### config.mk
export PLATFORM = sky130hd
export DESIGN_NAME = adc_rd_ctrl
export DESIGN_NICKNAME = d
export VERILOG_FILES = /design/src/rtl/adc_rd_pkg.sv /design/src/rtl/adc_rd_busy_track.sv /design/src/rtl/adc_rd_fsm.sv /design/src/rtl/adc_rd_assemble.sv /design/src/rtl/adc_rd_ctrl.sv
export SDC_FILE = /design/constraint.sdc
export NUM_CORES = 1
export LEC_CHECK = 0
export BUFFER_PORTS_ARGS = -buffer_cell sky130_fd_sc_hd__buf_2
export CAP_MARGIN = 20
export CORE_MARGIN = 1
export CORE_UTILIZATION = 35
export DETAILED_ROUTE_END_ITERATION = 16
export HOLD_SLACK_MARGIN = 0.12
export SETUP_SLACK_MARGIN = 0.3
export SLEW_MARGIN = 20
export SYNTH_ARGS = -nofsm -noshare
export SYNTH_HDL_FRONTEND = slang
export SYNTH_SLANG_ARGS = --single-unit
export TNS_END_PERCENT = 10
### constraint.sdc
create_clock -name clk -period 2.1 [get_ports clk]
set_clock_uncertainty 0.15 [all_clocks]
set_input_delay 0.21 -clock clk [delete_from_list [all_inputs] [get_ports clk]]
set_output_delay 0.21 -clock clk [all_outputs]
set_load 0.03 [all_outputs]
### src/rtl/adc_rd_pkg.sv
package adc_rd_pkg;

    typedef enum logic [1:0] {
        ST_IDLE,
        ST_STB_A,
        ST_REC,
        ST_STB_B
    } rd_state_e;

endpackage

### src/rtl/adc_rd_busy_track.sv
module adc_rd_busy_track (
    input  logic clk,
    input  logic rst_n,
    input  logic busy,
    input  logic take,
    output logic pending
);

    logic busy_q;
    logic fell;

    assign fell = busy_q & ~busy;

    always_ff @(posedge clk or negedge rst_n) begin
        if (!rst_n) begin
            busy_q  <= 1'b0;
            pending <= 1'b0;
        end else begin
            busy_q <= busy;
            if (fell)
                pending <= 1'b1;
            else if (take)
                pending <= 1'b0;
        end
    end

endmodule

### src/rtl/adc_rd_fsm.sv
module adc_rd_fsm
    import adc_rd_pkg::*;
#(
    parameter int STB_CYC = 3,
    parameter int GAP_CYC = 2
) (
    input  logic clk,
    input  logic rst_n,
    input  logic word_mode,
    input  logic busy,
    input  logic pending,
    input  logic out_full,
    output logic take,
    output logic cap_word,
    output logic cap_lo,
    output logic cap_hi,
    output logic cs_n,
    output logic rd_n,
    output logic hben
);

    localparam int MAX_CYC = (STB_CYC > GAP_CYC) ? STB_CYC : GAP_CYC;
    localparam int CNT_W   = $clog2(MAX_CYC + 1);

    rd_state_e        state, nxt;
    logic [CNT_W-1:0] cnt;
    logic             mode_q;
    logic             hi_q;
    logic             stb_end;
    logic             gap_end;

    assign stb_end = (cnt == CNT_W'(STB_CYC - 1));
    assign gap_end = (cnt == CNT_W'(GAP_CYC - 1));

    // state register
    always_ff @(posedge clk or negedge rst_n) begin
        if (!rst_n) begin
            state  <= ST_IDLE;
            cnt    <= '0;
            mode_q <= 1'b1;
            hi_q   <= 1'b0;
        end else begin
            state <= nxt;
            cnt   <= (nxt != state) ? '0 : cnt + 1'b1;
            if (take)
                mode_q <= word_mode;
            if (cap_lo)
                hi_q <= 1'b1;
            else if (cap_hi)
                hi_q <= 1'b0;
        end
    end

    // transitions
    always_comb begin
        nxt      = state;
        take     = 1'b0;
        cap_word = 1'b0;
        cap_lo   = 1'b0;
        cap_hi   = 1'b0;
        unique case (state)
            ST_IDLE: begin
                if (pending && !busy && !out_full) begin
                    take = 1'b1;
                    nxt  = ST_STB_A;
                end
            end
            ST_STB_A: begin
                if (stb_end) begin
                    cap_word = mode_q;
                    cap_lo   = ~mode_q;
                    nxt      = ST_REC;
                end
            end
            ST_REC: begin
                if (gap_end)
                    nxt = hi_q ? ST_STB_B : ST_IDLE;
            end
            ST_STB_B: begin
                if (stb_end) begin
                    cap_hi = 1'b1;
                    nxt    = ST_REC;
                end
            end
            default: nxt = ST_IDLE;
        endcase
    end

    // outputs
    always_comb begin
        cs_n = 1'b1;
        rd_n = 1'b1;
        if (state == ST_STB_A || state == ST_STB_B) begin
            cs_n = 1'b0;
            rd_n = 1'b0;
        end
        hben = hi_q;
    end

endmodule

### src/rtl/adc_rd_assemble.sv
module adc_rd_assemble #(
    parameter int DW = 12,
    parameter int CW = 3
) (
    input  logic          clk,
    input  logic          rst_n,
    input  logic [DW-1:0] db_in,
    input  logic          cap_word,
    input  logic          cap_lo,
    input  logic          cap_hi,
    input  logic          res_ready,
    output logic          res_valid,
    output logic [DW-1:0] res_data,
    output logic [CW-1:0] res_chan,
    output logic          res_err
);

    localparam int BYTE_W   = 8;
    localparam int HI_W     = DW - BYTE_W;
    localparam int FLAG_BIT = HI_W + CW;

    logic [BYTE_W-1:0] lo_q;

    always_ff @(posedge clk or negedge rst_n) begin
        if (!rst_n) begin
            lo_q      <= '0;
            res_valid <= 1'b0;
            res_data  <= '0;
            res_chan  <= '0;
            res_err   <= 1'b0;
        end else begin
            if (res_valid && res_ready)
                res_valid <= 1'b0;
            if (cap_lo)
                lo_q <= db_in[BYTE_W-1:0];
            if (cap_word) begin
                res_valid <= 1'b1;
                res_data  <= db_in;
                res_chan  <= '0;
                res_err   <= 1'b0;
            end else if (cap_hi) begin
                res_valid <= 1'b1;
                res_data  <= {db_in[HI_W-1:0], lo_q};
                res_chan  <= db_in[HI_W +: CW];
                res_err   <= db_in[FLAG_BIT];
            end
        end
    end

endmodule

### src/rtl/adc_rd_ctrl.sv
module adc_rd_ctrl #(
    parameter int DW      = 12,
    parameter int CW      = 3,
    parameter int STB_CYC = 3,
    parameter int GAP_CYC = 2
) (
    input  logic          clk,
    input  logic          rst_n,
    input  logic          word_mode,
    input  logic          busy,
    input  logic [DW-1:0] db_in,
    output logic          cs_n,
    output logic          rd_n,
    output logic          hben,
    output logic          res_valid,
    input  logic          res_ready,
    output logic [DW-1:0] res_data,
    output logic [CW-1:0] res_chan,
    output logic          res_err
);

    logic pending;
    logic take;
    logic cap_word;
    logic cap_lo;
    logic cap_hi;

    adc_rd_busy_track u_busy (
        .clk     (clk),
        .rst_n   (rst_n),
        .busy    (busy),
        .take    (take),
        .pending (pending)
    );

    adc_rd_fsm #(
        .STB_CYC (STB_CYC),
        .GAP_CYC (GAP_CYC)
    ) u_fsm (
        .clk       (clk),
        .rst_n     (rst_n),
        .word_mode (word_mode),
        .busy      (busy),
        .pending   (pending),
        .out_full  (res_valid),
        .take      (take),
        .cap_word  (cap_word),
        .cap_lo    (cap_lo),
        .cap_hi    (cap_hi),
        .cs_n      (cs_n),
        .rd_n      (rd_n),
        .hben      (hben)
    );

    adc_rd_assemble #(
        .DW (DW),
        .CW (CW)
    ) u_asm (
        .clk       (clk),
        .rst_n     (rst_n),
        .db_in     (db_in),
        .cap_word  (cap_word),
        .cap_lo    (cap_lo),
        .cap_hi    (cap_hi),
        .res_ready (res_ready),
        .res_valid (res_valid),
        .res_data  (res_data),
        .res_chan  (res_chan),
        .res_err   (res_err)
    );

endmodule

==> results of run 1 <==
[sequential cells by signal, indices dropped and copies added, names as in the netlist]
register	flops
u_asm.res_data	12
u_asm.res_valid	1
u_fsm.state	2
u_fsm.cnt	2
u_asm.res_err	1
u_asm.lo_q	8
u_busy.busy_q	1
u_busy.pending	1
u_fsm.mode_q	1
u_fsm.hben	1
u_asm.res_chan	3
[area by class of cell]
cell class / instances / area, sq um / share of cell area
Clock buffer: 8 / 90.09 / 0.04675
Inverter: 7 / 26.28 / 0.01364
Multi-Input combinational cell: 75 / 536.8 / 0.2786
Sequential cell: 33 / 827.0 / 0.4292
Tap cell: 48 / 60.06 / 0.03117
Timing Repair Buffer: 58 / 386.6 / 0.2006
[placed cells by master, fill, tap and decap left out]
cell type      count
buf_2             36
dfrtp_1           32
o22ai_1           25
dlygate4sd3_1     15
a21oi_1           13
mux2_2             9
inv_1              7
clkbuf_8           6
buf_4              6
a22o_1             4
o21ai_0            3
nor2_1             3
nand3_1            2
nand2b_1           2
clkbuf_1           2
or4b_1             1
and2_0             1
a31oi_1            1
nor2b_1            1
a2bb2oi_1          1
nand3_2            1
nand2_2            1
nor3_4             1
a21o_1             1
o21ai_1            1
nor4_1             1
nand2_1            1
ha_4               1
ha_1               1
buf_6              1
dfstp_2            1
[where the power goes]
part / switching, mW / leakage [nW] / internal [mW]
Combinational: 0.898 / 0.460 / 0.594
Clock: 0.228 / 0.0455 / 0.267
Sequential: 0.237 / 0.393 / 0.948
[what timing repair did]
action / CTS / global route
hold buffers: 15 / 0
pin swaps: 1 / 1
buffers inserted: 2 / 1
endpoints found under the setup margin: 9 / 21
endpoints found under the hold margin: 57 / 0
gates resized for setup: 1 / 3
[worst max-delay path: cells and delay by family (launching register included)]
kind          cells  cell delay, ns
flops             1            0.40
mux               1            0.33
buf+inv           2            0.26
fa+ha+maj         1            0.18
simple gates      2            0.26
[kinds of logic (layout without fill, tap and decap cells)]
| family | count (synthesis) | count (layout) | synth area share |
|---|---|---|---|
| adder cells (fa/ha/maj) | 2 | 2 | 0.01757 |
| multiplexers | 9 | 9 | 0.07118 |
| flip-flops | 33 | 33 | 0.5808 |
| AO/OA/AOI/OAI | 49 | 49 | 0.2100 |
| AND/OR/NAND/NOR | 15 | 15 | 0.06591 |
| buffers and inverters | 15 | 73 | 0.05449 |
[metal layers]
| metal | up-vias | global-route usage |
|---|---|---|
| li1 | 573 | - |
| met1 | 594 | 0.2085 |
| met2 | 29 | 0.3048 |
| met3 | 6 | 0.06897 |
| met4 | 0 | 0.06793 |
| met5 | - | 0 |
[through the flow]
step	utilization	hold WS, ns	instances	worst slack [ns]	cell area (sq um)
after global routing	0.5109	0.1810	229	0.3114	1927
after detailed placement	0.4356	0.1638	203	0.2268	1643
after floorplan	-	-0.2356	123	0.4167	1424
final	0.5109	0.1630	229	0.4071	1927
after global placement	0.4356	0.1474	203	0.3079	1643
after CTS	0.5040	0.1583	228	0.3215	1901
[how the worst max path moves through the flow]
stage	startpoint	endpoint	slack (ns)	depth (start not counted)
after floorplan	u_fsm.cnt[0]	u_asm.lo_q[0]	0.42	5
after global placement	u_fsm.cnt[0]	u_asm.lo_q[4]	0.31	5
after detailed placement	u_fsm.cnt[0]	u_asm.lo_q[7]	0.23	5
after CTS	u_fsm.cnt[0]	u_asm.lo_q[7]	0.32	6
after global routing	u_fsm.cnt[0]	u_asm.lo_q[0]	0.31	6
final	u_fsm.cnt[0]	u_asm.lo_q[7]	0.41	6
==> out/metrics.csv, run 1 <==
stage,metric,value,unit
outcome,status,"finished, final reports clean",
setup_path,end_kind,register,
logic_synthesis,synthDistinctLibCells,27,
sta,min_period_over_period,0.8061,
power_and_ir_drop,p_total,3.171,mW
min_path,whs_endpoint,u_asm.res_data[11],
detailed_routing,routed-via-count,1202,
job,drv_cap,0,
clocking,htree_levels,2,
clocking,root_buffer,clkbuf_8,
sta,fin_crit,1.693,ns
cells_and_area,drive_above_1_share,0.3481,
cells_and_area,area_delta_synth_final,35.33,%
cells_and_area,nFillCells,338,
logic_synthesis,ys_warn_count,0,
min_path,min_path_cells,4,
logic_synthesis,synthArstFlopShare,1.000,
logic_synthesis,synth_area_per_cell,11.58,sq um
logic_synthesis,synth-main-ff-cell,dfrtp_1,
detailed_routing,drt_wl_total,3.439,mm
setup_path,start_kind,register,
cells_and_area,antenna_cells,0,
sta,relSlewSlack,0.5210,
logic_synthesis,synth_nets,142,
detailed_routing,dr.pass1.iters,4,
global_routing,grt_pass1_wl,5.658,mm
setup_path,required,2.12,ns
detailed_routing,wl_per_cell,15.02,um
clocking,cts_max_path_buffers,2,
logic_synthesis,post-synth-top-count-cell,dfrtp_1,
setup_path,r2r_setup_slack,0.41,ns
global_routing,grt_antenna_before_repair,0,
power_and_ir_drop,power.leakage,0.8987,nW
logic_synthesis,ys_ff_latch,33,
place,io_buffers,36,
sta,fin_setup_tns,0,ns
global_routing,gr-usage-all-layers,0.1818,
setup_path,critPathMaxStageDelay,0.40,ns
sta,rsz0062_at_grt,no,
logic_synthesis,yosysTopAreaCell,dfrtp_1,
clocking,clk_pin_slew,0.07,ns
detailed_routing,vias_per_cell,5.249,
detailed_routing,met3_length,181,um
clocking,cts_buffers,5,
setup_path,worstSetupPathType,reg2reg,
sta,finalHoldViolCount,0,
setup_path,timing.rr.end,u_asm.lo_q[7],
setup_path,crit_arrival,1.72,ns
logic_synthesis,syn-cell-area,0.001424,sq mm
detailed_routing,drc,0,
place,gp_congestion,0.7468,
sta,setup_viol,0,
setup_path,r2r-start,u_fsm.cnt[0],
floorplan,start_util,0.3776,
floorplan,num_rows,22,
detailed_routing,ant_nets,0,
floorplan,dieArea,0.004327,sq mm
floorplan,io_pins,37,
setup_path,worstPathCellList,inv_1 -> ha_4 -> nand2_2 -> nor3_4 -> buf_6 -> mux2_2,
sta,worst_pin_slew,0.7184,ns
logic_synthesis,ys_seq_area_frac,0.5808,
min_path,hold_class,in2reg,
logic_synthesis,synth_largest_type_area_fraction,0.5624,
logic_synthesis,syn_inst,123,
global_routing,grt_max_degree,34,
power_and_ir_drop,p_per_area,1646,mW/mm^2
sta,fmax,0.5907,GHz
detailed_routing,route.met2.wl,1.693,mm
place,hpwl,2.238,mm
setup_path,r2r_cells,6,
setup_path,slowest_stage,dfrtp_1,
min_path,hp-start,db_in[11],
detailed_routing,drtIter0Drc,39,
logic_synthesis,synthTopCellsByCount,"32 x dfrtp_1, 25 x o22ai_1, 13 x a21oi_1",
global_routing,grt_pass1_vias,1227,
detailed_routing,wl_met1,1.519,mm
logic_synthesis,synth_edf_count,0,
global_routing,grt_overflow,0,
sta,final-max-slew-violation-count,0,
power_and_ir_drop,irDropWorstVdd,0.8726,mV
setup_path,crit_fanout,6,
clocking,cts_num_sinks,33,
floorplan,die_y,65.78,um
logic_synthesis,yosys-top-cells-area,"dfrtp_1 56%, o22ai_1 11%, mux2_2 7.1%",
cells_and_area,nets,199,
floorplan,die_w,65.78,um
clocking,cts_tree,built,
floorplan,core-area,0.003771,sq mm
detailed_routing,dr.max_layer_used,met4,
clocking,insertion_delay,0.29,ns
Power figures use the tool's default switching activity.
==> run 2, diff against run 1 <==
==> constraint.sdc (replaced) <==
create_clock -name clk -period 1.7 [get_ports clk]
set_clock_uncertainty 0.15 [all_clocks]
set_input_delay 0.17 -clock clk [delete_from_list [all_inputs] [get_ports clk]]
set_output_delay 0.17 -clock clk [all_outputs]
set_load 0.03 [all_outputs]
==> out/metrics.csv, run 2 (synthesis results as in run 1) <==
stage,metric,value,unit,change
place,gp_congestion,0.7717,,+3.3%
global_routing,gr-usage-all-layers,0.1904,,+0.008586
setup_path,required,1.72,ns,-0.40 ns
setup_path,crit_fanout,5,,-1
min_path,hp-start,busy,,
floorplan,io_pins,37,,unchanged
outcome,status,"finished, final reports clean",,
power_and_ir_drop,pwr-share-clk,0.156,,about the same
sta,finalHoldViolCount,0,,unchanged
global_routing,grt_antenna_before_repair,0,,unchanged
clocking,insertion_delay,0.29,ns,about the same
clocking,cts_tree,built,,
power_and_ir_drop,p_sw,1.740,mW,+28%
place,pre_cts_slack,-0.01008,ns,-0.2369 ns
clocking,htree_levels,2,,unchanged
clocking,clk_pin_slew,0.07,ns,about the same
detailed_routing,dr.max_layer_used,met4,,
detailed_routing,vias_per_cell,5.231,,-0.35%
setup_path,crit_arrival,1.59,ns,-0.13 ns
clocking,cts_num_sinks,33,,unchanged
floorplan,start_util,0.3776,,unchanged
sta,final-max-slew-violation-count,0,,unchanged
job,drv_cap,0,,unchanged
cells_and_area,reg_top3,"u_asm.res_data (12), u_asm.lo_q (8), u_asm.res_chan (3)",,
detailed_routing,route.met2.wl,1.682,mm,-0.65%
place,io_buffers,36,,unchanged
clocking,root_buffer,clkbuf_8,,
floorplan,core-area,0.003771,sq mm,unchanged
global_routing,grt_pass1_vias,1286,,+4.8%
floorplan,num_rows,22,,unchanged
setup_path,r2r_cells,6,,unchanged
cells_and_area,layout_common_cells,"36 x buf_2, 31 x dfrtp_1, 21 x o22ai_1",,
detailed_routing,drt_wl_total,3.518,mm,+2.3%
global_routing,grt_max_degree,34,,unchanged
detailed_routing,met3_length,185,um,+2.2%
setup_path,timing.rr.end,u_asm.lo_q[3],,
power_and_ir_drop,combPwrFrac,0.479,,+0.008
min_path,min_path_cells,3,,-1
clocking,cts_buffers,5,,unchanged
power_and_ir_drop,p_total,4.166,mW,+31%
sta,fin_crit,1.570,ns,-0.1224 ns
detailed_routing,drc,0,,unchanged
detailed_routing,drtIter0Drc,25,,-36%
sta,worst_pin_slew,0.7001,ns,-0.01829 ns
sta,relSlewSlack,0.5332,,+0.01219
setup_path,worstSetupPathType,reg2reg,,
detailed_routing,dr.pass1.iters,4,,unchanged
cells_and_area,area_delta_synth_final,44.11,%,
cells_and_area,top_register,u_asm.res_data,,
cells_and_area,fin_cells,234,,+2.2%
setup_path,r2r_setup_slack,0.13,ns,-0.28 ns
power_and_ir_drop,p_per_area,2030,mW/mm^2,+23%
power_and_ir_drop,sw_frac_of_total,0.4177,,-0.01180
detailed_routing,wl_met1,1.574,mm,+3.6%
place,hpwl,2.269,mm,+1.4%
detailed_routing,routed-via-count,1224,,+1.8%
power_and_ir_drop,power.leakage,0.9700,nW,+7.9%
cells_and_area,nets,204,,+2.5%
sta,rsz0062_at_grt,yes,,
cells_and_area,final_common_cell,buf_2,,
sta,fmax,0.6368,GHz,+7.8%
power_and_ir_drop,p_int,2.426,mW,+34%
sta,fin_ws,0.1296,ns,-0.2776 ns
cells_and_area,post-route-util,0.5441,,+0.03318
setup_path,end_kind,register,,
cells_and_area,largest_reg_flops,12,,unchanged
global_routing,grt_pass1_wl,5.982,mm,+5.7%
power_and_ir_drop,irDropWorstVdd,0.9415,mV,+7.9%
setup_path,start_kind,register,,
cells_and_area,drive_above_1_share,0.4194,,+0.07129
clocking,cts_max_path_buffers,2,,unchanged
sta,min_period_over_period,0.9238,,+0.1177
floorplan,die_y,65.78,um,unchanged
floorplan,dieArea,0.004327,sq mm,unchanged
global_routing,grt_overflow,0,,unchanged
detailed_routing,wl_per_cell,15.03,um,+0.11%
place,dp.cells,208,,+2.5%
min_path,hold_class,in2reg,,
floorplan,die_w,65.78,um,unchanged
power_and_ir_drop,seqPwrFrac,0.365,,-0.008
sta,setup_viol,0,,unchanged
cells_and_area,antenna_cells,0,,unchanged
min_path,whs_endpoint,u_fsm.state[0],,
setup_path,r2r-start,u_fsm.cnt[0],,
detailed_routing,ant_nets,0,,unchanged
run 2: power groups by stage:
stage               clock (mW)  combinational, mW  sequential (mW)
finish                   0.648               2.00             1.52
global route             0.703               2.16             1.58
CTS                      0.678               1.91             1.50
detailed placement           0               1.78             1.50
global placement             0               1.73             1.49
floorplan                    0              0.984             1.79
run 2: worst max-delay path, cell delays in order, from the launching register on:
cell and delay [ns]:
dfrtp_1 0.39, inv_2 0.07, ha_4 0.15, nand2_4 0.06, nor3_4 0.17, buf_6 0.17, mux2_4 0.30
run 2: area by class of cell:
type | instances | area, sq um
multi-input cells | 75 | 596.8
flip-flops and latches | 33 | 828.3
repair buffers | 63 | 439.2
well taps | 48 | 60.06
clock buffers | 7 | 96.34
clock inverters | 1 | 5.005
inverters | 7 | 26.28
fillers | 313 | 1719
run 2: repair_timing:
| action | in CTS | in global routing |
|---|---|---|
| endpoints found under the setup margin | 32 | 33 |
| hold endpoints to repair | 60 | 2 |
| hold buffers | 14 | 1 |
| setup buffers | 2 | 0 |
| pin swaps | 2 | 1 |
| cloned | 1 | 0 |
| gates resized for setup | 11 | 14 |
run 2: worst max path at each step:
stage | endpoint | from | slack [ns]
2_1_floorplan | u_asm.lo_q[0] | u_fsm.cnt[0] | 0.05
3_3_place_gp | u_asm.lo_q[3] | u_fsm.cnt[0] | 0.06
3_5_place_dp | u_asm.lo_q[4] | u_fsm.cnt[0] | -0.01
4_1_cts | u_asm.lo_q[3] | u_fsm.cnt[0] | 0.08
5_1_grt | u_asm.lo_q[3] | u_fsm.cnt[0] | 0.07
6_report | u_asm.lo_q[3] | u_fsm.cnt[0] | 0.13
run 2: per-stage QoR:
stage / TNS [ns] / cell area (sq um) / hold slack, ns
finish: 0 / 2052 / 0.07855
global placement: 0 / 1683 / 0.1069
global route: 0 / 2052 / 0.08995
CTS: 0 / 1988 / -0.1364
detailed placement: -0.01473 / 1683 / 0.1189
floorplan: 0 / 1426 / -0.2756
run 2: per-layer routing:
metal / vias to the layer above / track usage
met5: - / 0
met4: 0 / 0.1141
met3: 9 / 0.06552
met2: 45 / 0.2870
met1: 589 / 0.2333
li1: 581 / -
